[config.mk]
export PLATFORM = sky130hd
export DESIGN_NAME = pg_perm_eval
export DESIGN_NICKNAME = d
export VERILOG_FILES = /design/src/rtl/pgp_pkg.sv /design/src/rtl/pgp_combine.sv /design/src/rtl/pgp_rights.sv /design/src/rtl/pgp_keys.sv /design/src/rtl/pg_perm_eval.sv
export SDC_FILE = /design/constraint.sdc
export NUM_CORES = 1
export LEC_CHECK = 0
export BUFFER_PORTS_ARGS = -buffer_cell sky130_fd_sc_hd__buf_2
export CAP_MARGIN = 20
export CORE_MARGIN = 2
export CORE_UTILIZATION = 30
export CTS_CLUSTER_DIAMETER = 40
export DETAILED_ROUTE_END_ITERATION = 10
export SLEW_MARGIN = 5
export SYNTH_ARGS = -nofsm -noshare
export SYNTH_HDL_FRONTEND = slang
export SYNTH_SLANG_ARGS = --single-unit
[constraint.sdc]
create_clock -name clk -period 4.68 [get_ports clk]
set_input_delay 0.234 -clock clk [delete_from_list [all_inputs] [get_ports clk]]
set_output_delay 0.234 -clock clk [all_outputs]
set_load 0.01 [all_outputs]
[src/rtl/pgp_pkg.sv]
package pgp_pkg;

  typedef enum logic [1:0] {
    ACC_LOAD  = 2'd0,
    ACC_STORE = 2'd1,
    ACC_FETCH = 2'd2,
    ACC_ALT   = 2'd3
  } acc_e;

  localparam int EC_P    = 0;
  localparam int EC_W    = 1;
  localparam int EC_U    = 2;
  localparam int EC_RSVD = 3;
  localparam int EC_ID   = 4;
  localparam int EC_PK   = 5;
  localparam int EC_BITS = 6;

  typedef struct packed {
    logic x;
    logic w;
    logic r;
  } rights_t;

endpackage

[src/rtl/pgp_combine.sv]
module pgp_combine #(
  parameter int LEVELS = 4
) (
  input  logic [LEVELS-1:0] lvl_mask,
  input  logic [LEVELS-1:0] lvl_user,
  input  logic [LEVELS-1:0] lvl_rw,
  input  logic [LEVELS-1:0] lvl_nx,
  output logic              eff_user,
  output logic              eff_rw,
  output logic              eff_nx
);

  logic [LEVELS-1:0] user_term;
  logic [LEVELS-1:0] rw_term;
  logic [LEVELS-1:0] nx_term;

  // Masked-out levels contribute the identity of each reduction
  for (genvar g = 0; g < LEVELS; g++) begin : g_lvl
    assign user_term[g] = lvl_user[g] | ~lvl_mask[g];
    assign rw_term[g]   = lvl_rw[g]   | ~lvl_mask[g];
    assign nx_term[g]   = lvl_nx[g]   &  lvl_mask[g];
  end

  assign eff_user = &user_term;
  assign eff_rw   = &rw_term;
  assign eff_nx   = |nx_term;

endmodule

[src/rtl/pgp_rights.sv]
module pgp_rights
  import pgp_pkg::*;
(
  input  logic    is_user,
  input  logic    smap_chk,
  input  logic    eff_user,
  input  logic    eff_rw,
  input  logic    eff_nx,
  input  logic    wp,
  input  logic    smep,
  output rights_t base,
  output logic    user_viol
);

  logic smap_block;

  assign user_viol  = is_user & ~eff_user;
  assign smap_block = ~is_user & smap_chk & eff_user;

  always_comb begin
    base.r = ~smap_block;
    base.w = ~smap_block & (eff_rw | (~is_user & ~wp));
    base.x = ~eff_nx & (is_user | ~smep | ~eff_user);
  end

endmodule

[src/rtl/pgp_keys.sv]
module pgp_keys
  import pgp_pkg::*;
#(
  parameter int KEY_W = 4,
  localparam int PKR_W = 2 << KEY_W
) (
  input  logic [KEY_W-1:0] pkey,
  input  logic             eff_user,
  input  logic             is_user,
  input  logic             wp,
  input  logic             pke,
  input  logic             pks,
  input  logic [PKR_W-1:0] pkr_user,
  input  logic [PKR_W-1:0] pkr_sup,
  output rights_t          kmask
);

  logic [PKR_W-1:0] sel;
  logic             ad;
  logic             wd;

  always_comb begin
    if (eff_user) sel = pke ? pkr_user : '0;
    else          sel = pks ? pkr_sup  : '0;
  end

  assign ad = sel[{pkey, 1'b0}];
  assign wd = sel[{pkey, 1'b1}];

  always_comb begin
    kmask.x = 1'b1;
    kmask.r = ~ad;
    kmask.w = ~ad & ~(wd & (is_user | wp));
  end

endmodule

[src/rtl/pg_perm_eval.sv]
module pg_perm_eval
  import pgp_pkg::*;
#(
  parameter int LEVELS = 4,
  parameter int KEY_W  = 4,
  localparam int PKR_W = 2 << KEY_W
) (
  input  logic              clk,
  input  logic              rst_n,
  input  logic              in_valid,
  output logic              in_ready,
  input  logic [1:0]        in_acc,
  input  logic              in_user,
  input  logic              in_smap,
  input  logic [LEVELS-1:0] in_lvl_mask,
  input  logic [LEVELS-1:0] in_lvl_user,
  input  logic [LEVELS-1:0] in_lvl_rw,
  input  logic [LEVELS-1:0] in_lvl_nx,
  input  logic              in_rsvd,
  input  logic [KEY_W-1:0]  in_pkey,
  input  logic              cfg_wp,
  input  logic              cfg_smep,
  input  logic              cfg_nxe,
  input  logic              cfg_pke,
  input  logic              cfg_pks,
  input  logic [PKR_W-1:0]  pkr_user,
  input  logic [PKR_W-1:0]  pkr_sup,
  output logic              out_valid,
  input  logic              out_ready,
  output logic [2:0]        out_perm,
  output logic              out_fault,
  output logic [EC_BITS-1:0] out_ecode
);

  logic    eff_user, eff_rw, eff_nx;
  logic    user_viol;
  rights_t base, kmask, granted;
  acc_e    acc;
  logic    want_ok, key_ok, pk_viol;
  logic              fault_n;
  logic [EC_BITS-1:0] ecode_n;
  logic [2:0]         perm_n;

  pgp_combine #(.LEVELS(LEVELS)) u_combine (
    .lvl_mask (in_lvl_mask),
    .lvl_user (in_lvl_user),
    .lvl_rw   (in_lvl_rw),
    .lvl_nx   (in_lvl_nx),
    .eff_user (eff_user),
    .eff_rw   (eff_rw),
    .eff_nx   (eff_nx)
  );

  pgp_rights u_rights (
    .is_user   (in_user),
    .smap_chk  (in_smap),
    .eff_user  (eff_user),
    .eff_rw    (eff_rw),
    .eff_nx    (eff_nx),
    .wp        (cfg_wp),
    .smep      (cfg_smep),
    .base      (base),
    .user_viol (user_viol)
  );

  pgp_keys #(.KEY_W(KEY_W)) u_keys (
    .pkey     (in_pkey),
    .eff_user (eff_user),
    .is_user  (in_user),
    .wp       (cfg_wp),
    .pke      (cfg_pke),
    .pks      (cfg_pks),
    .pkr_user (pkr_user),
    .pkr_sup  (pkr_sup),
    .kmask    (kmask)
  );

  assign acc     = acc_e'(in_acc);
  assign granted = base & kmask;

  always_comb begin
    unique case (acc)
      ACC_STORE: begin want_ok = granted.w; key_ok = kmask.w; end
      ACC_FETCH: begin want_ok = granted.x; key_ok = 1'b1;    end
      default:   begin want_ok = granted.r; key_ok = kmask.r; end
    endcase
  end

  assign pk_viol = ~key_ok;

  // Fault ordering: reserved, user page, key, plain protection
  always_comb begin
    fault_n = 1'b1;
    ecode_n = '0;
    if (in_rsvd)        ecode_n[EC_RSVD] = 1'b1;
    else if (user_viol) ecode_n[EC_P] = 1'b1;
    else if (pk_viol) begin
      ecode_n[EC_P]  = 1'b1;
      ecode_n[EC_PK] = 1'b1;
    end
    else if (!want_ok)  ecode_n[EC_P] = 1'b1;
    else                fault_n = 1'b0;

    if (fault_n) begin
      ecode_n[EC_U]  = in_user;
      ecode_n[EC_W]  = (acc == ACC_STORE);
      ecode_n[EC_ID] = (acc == ACC_FETCH) & (cfg_nxe | cfg_smep);
    end
    perm_n = fault_n ? 3'b000 : granted;
  end

  assign in_ready = ~out_valid | out_ready;

  always_ff @(posedge clk) begin
    if (!rst_n) begin
      out_valid <= 1'b0;
      out_perm  <= '0;
      out_fault <= 1'b0;
      out_ecode <= '0;
    end else if (in_ready) begin
      out_valid <= in_valid;
      if (in_valid) begin
        out_perm  <= perm_n;
        out_fault <= fault_n;
        out_ecode <= ecode_n;
      end
    end
  end

  AST_HOLD_STALLED: assert property (@(posedge clk) disable iff (!rst_n)
    out_valid && !out_ready |=> out_valid && $stable({out_perm, out_fault, out_ecode}));
  AST_ACCEPT_NEXT: assert property (@(posedge clk) disable iff (!rst_n)
    in_valid && in_ready |=> out_valid);
  AST_RSVD_ONLY: assert property (@(posedge clk) disable iff (!rst_n)
    out_valid && out_ecode[EC_RSVD] |-> out_fault && !out_ecode[EC_P] && !out_ecode[EC_PK]);
  AST_PK_NOT_FETCH: assert property (@(posedge clk) disable iff (!rst_n)
    out_valid && out_ecode[EC_PK] |-> out_ecode[EC_P] && !out_ecode[EC_ID]);
  AST_FAULT_NO_PERM: assert property (@(posedge clk) disable iff (!rst_n)
    out_valid && out_fault |-> out_perm == 3'b000);
  AST_PASS_CLEAN: assert property (@(posedge clk) disable iff (!rst_n)
    out_valid && !out_fault |-> out_ecode == '0);

endmodule

==> qor.csv <==
metric,value,unit
cts_tree,built,
synth-warning-count,0,
grt_max_degree,22,
hold_viol_final,0,
cpPeakStageDelay,0.57,ns
status,completed,
num_io_pins,110,
cp-startpoint,in_lvl_mask[1],
core-area,0.00429,mm^2
grt_first_pass_wirelength,7250,um
start_util,30.9,%
cp-end-kind,register,
start_kind,input pin,
placementRows,24,
drc_errors,0,
crit_path_top_delay_cell,or4_4,
yosys.area.top_type_share,16.6,%
clk_latency,0.24,ns
htree_levels,1,
r2r_start,out_valid,
cts.sinks,11,
cts_setup_buffers,0,
crit_family,simple AND/OR/NAND/NOR gates,
crit_chain,"buf_2, nand2b_1, and4_4, mux2i_1, or3_1, or4_4, a31oi_4, a211oi_4, a32o_1",
async_flop_share,0,%
max-cap-violations,0,
setup_viol,0,
buffer_ports.inserted,109,
fmax,417,MHz
layout-drive-gt1-share,51.2,%
final.min_clock_period,2.40,ns
hp-class,input pin to register,
slew-limit-headroom,69.0,%
drt_iter0_drc,67,
synth_edf_count,0,
crit_type,input pin to register,
wirelength,4270,um
routedWlPerCell,13.8,um
top_layer,met3,
grt_pass1_vias,1645,
synthCells,154,
clk_pin_slew,0.05,ns
cp_max_fo,19,
vias,1615,
overflow,0,
met1_length,1770,um
ys_seq_area_share,16.6,%
synth.distinct_cells,48,
power_density,182,mW/mm^2
rsz0062_at_grt,no,
worst_pin_slew,0.466,ns
drv_slew,0,
cts_buffer_depth,2,
synth_nets,254,
die_w,70.5,um
layout.cells.most_common,buf_2,
diodes,0,
hold_start,in_valid,
antenna_found_initial,0,
dr.pass1.iters,4,
wl_met3,372,um
yosysTopAreaCell,dfxtp_1,
area.growth.synth_to_final,45.2,%
crit_required,4.80,ns
cts_inserted_buffers,3,
ctsResizeCount,0,
synth.top_cells.by_area,"dfxtp_1, mux4_2, mux2i_1, mux2_2, nand3_1",
dp.final_hpwl,3560,um
fp.dieArea,0.00497,mm^2
grt_usage,17.7,%
cts_root_buf,clkbuf_8,
netlist_area,0.00133,mm^2
avgSynthCellArea,8.62,um^2
utilization,44.9,%
timing.final.crit_share,51.2,%
yosys_register_bits,11,
dr_wl_met2,2120,um
ant_nets,0,
die_y,70.5,um
vdd_drop_max,195,uV
gp_congestion,0.752,
p_leak,0.959,nW
skew,0.00476,ns
critPathBufInv,1,
synth_ff_type,dfxtp_1,
fin_nets,359,
finalSetupTns,0,ns
avgViaCountPerCell,5.21,
cts_hold_buf,0,
arrival,2.52,ns
mostFrequentLayoutCells,"buf_2, mux2i_1, nor2_1, dfxtp_1",
-- through the flow --
| stage | std cells | cell area, um^2 | hold slack (ns) | total power (W) | setup WS, ns |
|---|---|---|---|---|---|
| after floorplan | 154 | 1330 | 0.373 | 0.000201 | 2.38 |
| after global placement | 306 | 1880 | 0.450 | 0.000259 | 2.05 |
| after detailed placement | 306 | 1880 | 0.454 | 0.000260 | 2.03 |
| after CTS | 310 | 1930 | 0.259 | 0.000357 | 2.27 |
| after global routing | 310 | 1930 | 0.290 | 0.000379 | 2.13 |
| final | 310 | 1930 | 0.263 | 0.000351 | 2.28 |
-- worst reg2reg max path: cells and delay by family, from the launching register on --
family | cells | cell delay [ns]
simple gates | 4 | 0.77
flops | 1 | 0.30
compound gates | 1 | 0.16
-- power breakdown --
| part | leakage [nW] | switching (W) | internal (W) |
|---|---|---|---|
| Clock | 0.0228 | 0.0000338 | 0.0000597 |
| Combinational | 0.846 | 0.0000746 | 0.0000812 |
| Sequential | 0.0902 | 0.00000260 | 0.0000991 |
| Total | 0.959 | 0.000111 | 0.000240 |
-- cell type report --
type                    count  area [um^2]
inverters                   9         33.8
repair buffers            109          546
well taps                  52         65.1
flip-flops and latches     11          220
clock buffers               4         45.0
multi-input cells         125         1020
fillers                   462         2370
-- flip-flops by register name, indices dropped and copies added (netlist names) --
| register | count |
|---|---|
| out_ecode | 6 |
| out_valid | 1 |
| out_fault | 1 |
| out_perm | 3 |
-- synth_stat cells (all sizes together) (4+ instances only) --
| master | instances |
|---|---|
| o21ai | 5 |
| mux4 | 6 |
| nand3 | 10 |
| a21oi | 4 |
| inv | 9 |
| o211ai | 4 |
| nand2b | 7 |
| o22ai | 5 |
| buf | 6 |
| nand2 | 9 |
| mux2i | 13 |
| dfxtp | 11 |
| a211oi | 4 |
| nor2 | 11 |
| mux2 | 7 |
-- metal layers --
metal / global-route usage (%) / vias up
met5: 0 / -
met4: 2.14 / 0
met3: 3.90 / 0
met2: 32.4 / 69
met1: 21.7 / 737
li1: - / 809
-- logic make-up after synthesis --
logic type               after synthesis  share of synthesized area [%]
flip-flops                            11                           16.6
AO/OA/AOI/OAI                         45                           27.4
AND/OR/NAND/NOR                       52                           21.5
adder cells (fa/ha/maj)                2                           1.88
buffers and inverters                 18                           6.69
multiplexers                          26                           25.9
-- worst paths after layout --
kind / end / slack (ns) / cells past startpoint
min: out_valid / 0.26 / 3
max reg2reg: out_perm[1] / 3.40 / 5
max: out_perm[2] / 2.28 / 9
min reg2reg: out_ecode[2] / 0.46 / 2
Power figures use the tool's default switching activity.
